[src/rtl/gf2m_inv_pkg.sv]
package gf2m_inv_pkg;

   // Sequencer states of the inverter.
   typedef enum logic [2:0] {
      ST_IDLE = 3'd0,
      ST_SEG  = 3'd1,
      ST_SQR  = 3'd2,
      ST_MUL  = 3'd3,
      ST_FIN  = 3'd4
   } inv_state_e;

   // Default field: degree and low-order taps of the reduction polynomial.
   localparam int unsigned DEF_M = 163;
   localparam logic [DEF_M-1:0] DEF_TAPS = DEF_M'(8'hC9);

endpackage

[src/rtl/gf2m_sqr.sv]
// Combinational squarer over GF(2^M), raising the input to 2^POWERS.
module gf2m_sqr #(
   parameter int unsigned M      = 163,
   parameter logic [M-1:0] TAPS  = M'(8'hC9),
   parameter int unsigned POWERS = 1
) (
   input  logic [M-1:0] din,
   output logic [M-1:0] dout
);

   localparam int unsigned WW = 2*M - 1;

   if (POWERS < 1 || POWERS > 2) begin : g_bad_powers
      $error("gf2m_sqr: POWERS must be 1 or 2");
   end

   function automatic logic [M-1:0] fold(input logic [WW-1:0] v_in);
      logic [WW-1:0] v;
      logic [WW-1:0] tx;
      v  = v_in;
      tx = WW'(TAPS);
      for (int i = WW - 1; i >= int'(M); i--) begin
         if (v[i]) begin
            v[i] = 1'b0;
            v    = v ^ (tx << (i - int'(M)));
         end
      end
      return v[M-1:0];
   endfunction

   function automatic logic [M-1:0] sq(input logic [M-1:0] x);
      logic [WW-1:0] w;
      w = '0;
      for (int i = 0; i < int'(M); i++) begin
         w[2*i] = x[i];
      end
      return fold(w);
   endfunction

   if (POWERS == 2) begin : g_quad
      logic [M-1:0] mid;
      assign mid  = sq(din);
      assign dout = sq(mid);
   end else begin : g_single
      assign dout = sq(din);
   end

endmodule

[src/rtl/gf2m_digit_mul.sv]
// Digit-serial multiplier over GF(2^M), most significant digit of b first.
module gf2m_digit_mul #(
   parameter int unsigned M     = 163,
   parameter logic [M-1:0] TAPS = M'(8'hC9),
   parameter int unsigned DIGIT = 8
) (
   input  logic         clk,
   input  logic         rst_n,
   input  logic         go,
   input  logic [M-1:0] a_in,
   input  logic [M-1:0] b_in,
   output logic [M-1:0] prod,
   output logic         fin
);

   localparam int unsigned NDIG = (M + DIGIT - 1) / DIGIT;
   localparam int unsigned PW   = NDIG * DIGIT;
   localparam int unsigned CW   = $clog2(NDIG + 1);

   if (DIGIT < 1 || DIGIT > M) begin : g_bad_digit
      $error("gf2m_digit_mul: DIGIT must lie in 1..M");
   end

   logic [M-1:0]  a_q;
   logic [PW-1:0] b_q;
   logic [M-1:0]  acc_q;
   logic [CW-1:0] left_q;
   logic          fin_q;

   function automatic logic [M-1:0] xtime(input logic [M-1:0] r);
      logic [M-1:0] s;
      s = r << 1;
      if (r[M-1]) s = s ^ TAPS;
      return s;
   endfunction

   function automatic logic [M-1:0] digit_step(input logic [M-1:0] r_in,
                                               input logic [M-1:0] a,
                                               input logic [DIGIT-1:0] dg);
      logic [M-1:0] r;
      r = r_in;
      for (int j = DIGIT - 1; j >= 0; j--) begin
         r = xtime(r);
         if (dg[j]) r = r ^ a;
      end
      return r;
   endfunction

   always_ff @(posedge clk or negedge rst_n) begin
      if (!rst_n) begin
         a_q    <= '0;
         b_q    <= '0;
         acc_q  <= '0;
         left_q <= '0;
         fin_q  <= 1'b0;
      end else if (go) begin
         a_q    <= a_in;
         b_q    <= PW'(b_in);
         acc_q  <= '0;
         left_q <= CW'(NDIG);
         fin_q  <= 1'b0;
      end else if (left_q != '0) begin
         acc_q  <= digit_step(acc_q, a_q, b_q[PW-1 -: DIGIT]);
         b_q    <= b_q << DIGIT;
         left_q <= left_q - 1'b1;
         fin_q  <= (left_q == CW'(1));
      end else begin
         fin_q  <= 1'b0;
      end
   end

   assign prod = acc_q;
   assign fin  = fin_q;

endmodule

[src/rtl/gf2m_it_inverter.sv]
// Itoh-Tsujii inverter over GF(2^M) with a two-powers-per-clock squaring stage.
module gf2m_it_inverter
   import gf2m_inv_pkg::*;
#(
   parameter int unsigned M       = DEF_M,
   parameter logic [M-1:0] TAPS   = M'(DEF_TAPS),
   parameter int unsigned SQ_STEP = 2,
   parameter int unsigned DIGIT   = 8
) (
   input  logic         clk,
   input  logic         rst_n,
   input  logic         start,
   input  logic [M-1:0] operand,
   output logic [M-1:0] result,
   output logic         done,
   output logic         zero_err
);

   localparam int unsigned NB = $clog2(M);
   localparam int unsigned KW = NB + 1;
   localparam int unsigned BW = $clog2(NB + 1);
   localparam logic [KW-1:0] EXP = KW'(M - 1);
   localparam logic [KW-1:0] STEPV = KW'(SQ_STEP);

   if (M < 3) begin : g_bad_m
      $error("gf2m_it_inverter: M must be at least 3");
   end
   if (SQ_STEP < 1 || SQ_STEP > 2) begin : g_bad_step
      $error("gf2m_it_inverter: SQ_STEP must be 1 or 2");
   end

   inv_state_e   state_q;
   logic [M-1:0] acc_q;
   logic [M-1:0] base_q;
   logic [M-1:0] mop_q;
   logic [KW-1:0] k_q;
   logic [KW-1:0] sq_left_q;
   logic [BW-1:0] bits_left_q;
   logic          add_pend_q;
   logic [M-1:0] res_q;
   logic         done_q;
   logic         err_q;

   logic [M-1:0] one_out;
   logic [M-1:0] step_out;
   logic [M-1:0] acc_nxt;
   logic [KW-1:0] sq_left_nxt;
   logic         mul_go;
   logic [M-1:0] mul_prod;
   logic         mul_done;
   logic         run_q;
   logic [BW-1:0] bit_idx;

   // One-power path: odd tails of squaring runs and the closing square.
   gf2m_sqr #(.M(M), .TAPS(TAPS), .POWERS(1)) i_sq_one (
      .din  (acc_q),
      .dout (one_out)
   );

   if (SQ_STEP == 2) begin : g_quad_path
      gf2m_sqr #(.M(M), .TAPS(TAPS), .POWERS(2)) i_sq_quad (
         .din  (acc_q),
         .dout (step_out)
      );
   end else begin : g_single_path
      assign step_out = one_out;
   end

   always_comb begin
      if (sq_left_q >= STEPV) begin
         acc_nxt     = step_out;
         sq_left_nxt = sq_left_q - STEPV;
      end else begin
         acc_nxt     = one_out;
         sq_left_nxt = sq_left_q - KW'(1);
      end
   end

   assign mul_go  = (state_q == ST_SQR) && (sq_left_nxt == '0);
   assign bit_idx = bits_left_q - BW'(1);
   assign run_q   = (state_q != ST_IDLE);

   // The multiplier takes the squaring result as it is written back.
   gf2m_digit_mul #(.M(M), .TAPS(TAPS), .DIGIT(DIGIT)) i_mul (
      .clk   (clk),
      .rst_n (rst_n),
      .go    (mul_go),
      .a_in  (acc_nxt),
      .b_in  (mop_q),
      .prod  (mul_prod),
      .fin   (mul_done)
   );

   always_ff @(posedge clk or negedge rst_n) begin
      if (!rst_n) begin
         state_q     <= ST_IDLE;
         acc_q       <= '0;
         base_q      <= '0;
         mop_q       <= '0;
         k_q         <= '0;
         sq_left_q   <= '0;
         bits_left_q <= '0;
         add_pend_q  <= 1'b0;
         res_q       <= '0;
         done_q      <= 1'b0;
         err_q       <= 1'b0;
      end else begin
         done_q <= 1'b0;
         unique case (state_q)
            ST_IDLE: begin
               if (start) begin
                  if (operand == '0) begin
                     res_q  <= '0;
                     err_q  <= 1'b1;
                     done_q <= 1'b1;
                  end else begin
                     acc_q       <= operand;
                     base_q      <= operand;
                     k_q         <= KW'(1);
                     bits_left_q <= BW'(NB - 1);
                     add_pend_q  <= 1'b0;
                     state_q     <= ST_SEG;
                  end
               end
            end
            ST_SEG: begin
               if (add_pend_q) begin
                  sq_left_q  <= KW'(1);
                  mop_q      <= base_q;
                  k_q        <= k_q + KW'(1);
                  add_pend_q <= 1'b0;
                  state_q    <= ST_SQR;
               end else if (bits_left_q != '0) begin
                  sq_left_q   <= k_q;
                  mop_q       <= acc_q;
                  k_q         <= k_q << 1;
                  add_pend_q  <= EXP[bit_idx];
                  bits_left_q <= bit_idx;
                  state_q     <= ST_SQR;
               end else begin
                  state_q <= ST_FIN;
               end
            end
            ST_SQR: begin
               acc_q     <= acc_nxt;
               sq_left_q <= sq_left_nxt;
               if (sq_left_nxt == '0) state_q <= ST_MUL;
            end
            ST_MUL: begin
               if (mul_done) begin
                  acc_q   <= mul_prod;
                  state_q <= ST_SEG;
               end
            end
            ST_FIN: begin
               res_q   <= one_out;
               err_q   <= 1'b0;
               done_q  <= 1'b1;
               state_q <= ST_IDLE;
            end
            default: state_q <= ST_IDLE;
         endcase
      end
   end

   assign result   = res_q;
   assign done     = done_q;
   assign zero_err = err_q;

endmodule

[config.mk]
export PLATFORM = sky130hd
export DESIGN_NAME = gf2m_it_inverter
export DESIGN_NICKNAME = d
export VERILOG_FILES = /design/src/rtl/gf2m_inv_pkg.sv /design/src/rtl/gf2m_sqr.sv /design/src/rtl/gf2m_digit_mul.sv /design/src/rtl/gf2m_it_inverter.sv
export SDC_FILE = /design/constraint.sdc
export NUM_CORES = 2
export LEC_CHECK = 0
export ABC_AREA = 1
export BUFFER_PORTS_ARGS = -buffer_cell sky130_fd_sc_hd__buf_2
export CORE_UTILIZATION = 30
export DETAILED_ROUTE_END_ITERATION = 10
export PLACE_DENSITY = 0.56
export SYNTH_ARGS = -nofsm -noshare
export SYNTH_HDL_FRONTEND = slang
export SYNTH_HIERARCHICAL = 1
export SYNTH_SLANG_ARGS = --single-unit
[constraint.sdc]
create_clock -name clk -period 4.1 [get_ports clk]
set_clock_uncertainty 0.1 [all_clocks]
set_input_delay 0.41 -clock clk [delete_from_list [all_inputs] [get_ports clk]]
set_output_delay 0.41 -clock clk [all_outputs]
set_load 0.005 [all_outputs]
==> flow_metrics.env <==
export IMPL_status="complete, but fails checks"
export IMPL_violations="hold timing"
export IMPL_die_area_um2=268000
export IMPL_cts_sinks=1180
export IMPL_hold_viol=3
export IMPL_cts_tree="done"
export IMPL_finalPower_mw=25.5
export IMPL_num_vias=73900
export IMPL_seqCellArea_um2=29600
export IMPL_final_nets=11100
export IMPL_grt_pass1_vias=69500
export IMPL_rrSetupSlack_ns=0.34
export IMPL_min_period_ns=3.76
export IMPL_rr_startpoint="sq_left_q[1]"
export IMPL_avgSynthCellArea_um2=7.40
export IMPL_routed_wl_mm=354
export IMPL_die_width_um=518
export IMPL_synth_warnings=6
export IMPL_worstMarginPinSlew_ns=1.31
export IMPL_synth_cells=10800
export IMPL_drc=0
export IMPL_ys_flop_type="dfrtp_1"
export IMPL_clk_pin_slew_ns=0.06
export IMPL_placedCellCount=14100
export IMPL_ctsLongestPathBuffers=3
export IMPL_start_kind="flip-flop"
export IMPL_cts_setup_buffers=0
export IMPL_setup_viol=0
export IMPL_fill_cells=28200
export IMPL_multi_input_area_um2=45100
export IMPL_slowest_delay_ns=0.75
export IMPL_vdd_drop_max_mv=0.470
export IMPL_final_antenna_net_count=0
export IMPL_grt_pass1_wl_mm=508
export IMPL_wire_per_inst_um=24.3
export IMPL_grt_total_usage_pct=25.7
export IMPL_dp_hpwl_mm=256
export IMPL_cts_buffers=140
export IMPL_powerDensity_nw_per_um2=279
export IMPL_die_h_um=518
export IMPL_crit_chain="inv_1 -> ha_1 -> nand2_2 -> nor2_4 -> buf_4 -> nand3_1 -> nand2_1 -> inv_1 -> nand2_1 -> nor2_1 -> nand3_1 -> nor2_4 -> inv_6 -> buf_4 -> buf_4 -> nand2_1 -> nand2_1"
export IMPL_clk_latency_ns=0.85
export IMPL_final_common_cell="nand2_1"
export IMPL_start_util_pct=30.1
export IMPL_critPathCaptureType="flip-flop"
export IMPL_async_reset_ff_share_pct=100
export IMPL_ios=331
export IMPL_cellLeakagePower_nw=40.8
export IMPL_avgViaCountPerCell=5.08
export IMPL_drv_cap=0
export IMPL_final_cell_mix="5001 x nand2_1, 1171 x dfrtp_1, 1003 x xnor2_1"
export IMPL_yosysSeqAreaShare_pct=37.0
export IMPL_synth_cell_types=52
export IMPL_antenna_found_initial=31
export IMPL_cp_required_ns=4.76
export IMPL_crit_buf_inv=6
export IMPL_fp_row_count=189
export IMPL_overflow=0
export IMPL_rsz0062_at_grt="no"
export IMPL_crit_path_frequent_cell="nand2_1"
export IMPL_r2r_end="i_mul/a_q[118]"
export IMPL_syn_area_um2=79900
export IMPL_critPathMaxFanout=74
export IMPL_final_cell_count_no_fill=14500
export IMPL_fin_tns_setup_ns=0
export IMPL_drtIter0Drc=8587
export IMPL_firstDrtPassIters=6
export IMPL_cts_resized=0
export IMPL_arrival_ns=4.42
export IMPL_gp_congestion=1.05
export IMPL_synth_edff_count=0
export IMPL_syn_nets=11000
export IMPL_slew_limit_headroom_pct=12.6
export IMPL_slowest_stage="buf_4"
export IMPL_synth_seq_cells=1180
export IMPL_critPathKind="flip-flop to flip-flop"
export IMPL_portBuffers=330
export IMPL_holdWs_ns=-0.00859
export IMPL_maxSlewViolCount=0
export IMPL_crit_family="buffers and inverters"
export IMPL_cts_root_buf="clkbuf_16"
export IMPL_rr_worst_depth=17
export IMPL_max_clock_freq_ghz=0.266
export IMPL_fin_crit_sh_pct=91.7
export IMPL_htreeDepth=4
export IMPL_synthToLayoutAreaGrowth_pct=14.3
export IMPL_grt_start_max_net_pins=172
export IMPL_drive_gt1_share_pct=9.32
export IMPL_core_um2=265000
export IMPL_hold_path_class="input pin to asynchronous set/reset pin"
sequential cells by signal (all words and copies together), names as in the netlist, 4 cells and up:
| name | count |
|---|---|
| i_mul/b_q | 168 |
| result | 163 |
| k_q | 9 |
| acc_q | 163 |
| i_mul/a_q | 163 |
| i_mul/prod | 163 |
| sq_left_q | 9 |
| bits_left_q | 4 |
| base_q | 163 |
| i_mul/left_q | 5 |
| mop_q | 163 |
stage by stage:
step | setup slack (ns) | util, % | hold WS [ns] | area, um^2
floorplan | 0.894 | - | 0.0144 | 79900
global placement | 0.415 | 32.1 | 0.276 | 84900
detailed placement | 0.407 | 32.1 | 0.275 | 84900
CTS | 0.369 | 34.4 | 0.00769 | 91200
global route | 0.106 | 34.5 | 0.0323 | 91300
finish | 0.339 | 34.5 | -0.00859 | 91300
cells by family after synthesis:
logic type	count (synthesis)	share of synthesized area, %
simple gates	5871	28.6
mux	158	2.58
fa+ha+maj	10	0.157
xor+xnor	1869	20.9
buf+inv	1203	6.61
compound gates	497	4.16
flops	1180	37.0
worst max-delay path by stage:
stage,from,endpoint,slack [ns],cells after the start
final,sq_left_q[1],i_mul/a_q[118],0.34,17
after global routing,sq_left_q[1],i_mul/prod[147],0.11,18
after CTS,sq_left_q[1],i_mul/a_q[118],0.37,17
after detailed placement,sq_left_q[1],i_mul/a_q[121],0.41,17
after global placement,sq_left_q[1],i_mul/a_q[124],0.42,17
after floorplan,sq_left_q[1],i_mul/prod[106],0.89,18
power breakdown:
part | total, mW | internal, mW | switching, mW
clock | 13.1 | 7.48 | 5.59
sequential | 11.6 | 11.6 | 0
combinational | 0.743 | 0.197 | 0.546
layout make-up:
type | count | share of cell area, %
diodes | 21 | 0.0576
clock buffers | 199 | 4.48
clock inverters | 50 | 0.662
inverters | 447 | 1.89
multi-input cells | 8405 | 49.4
flip-flops and latches | 1180 | 32.4
well taps | 3533 | 4.84
repair buffers | 711 | 6.26
repair_timing:
| action | in CTS | in global routing |
|---|---|---|
| hold endpoints to repair | 894 | 0 |
| hold buffers | 164 | 0 |
| endpoints found under the setup margin | 0 | 0 |
layer usage:
layer	wire length, um	track usage [%]	vias up	part of all wire [%]
met4	28000	17.4	14	7.9
met5	82	0	-	0.023
met1	145000	34.1	36100	41
met2	150000	38.1	3621	42
li1	-	-	33400	-
met3	30900	4.54	805	8.7
synth_stat cells (all sizes together) (6+ instances only):
library cell | instances | share of area (%)
xor2 | 863 | 9.8
o221ai | 141 | 1.5
a31oi | 166 | 1.3
inv | 445 | 2.1
or2 | 16 | 0.13
nand3 | 511 | 3.2
mux2 | 158 | 2.6
o21ai | 116 | 0.73
a21oi | 28 | 0.18
o22ai | 14 | 0.11
dfrtp | 1180 | 37
a22oi | 11 | 0.10
nor2 | 309 | 1.5
nand2 | 5015 | 24
nand4 | 6 | 0.047
buf | 336 | 2.5
nand3b | 9 | 0.085
clkbuf | 420 | 2.0
o211ai | 12 | 0.11
xnor2 | 1004 | 11
ha | 10 | 0.16
Note: power is estimated with default switching activity, not from simulation.
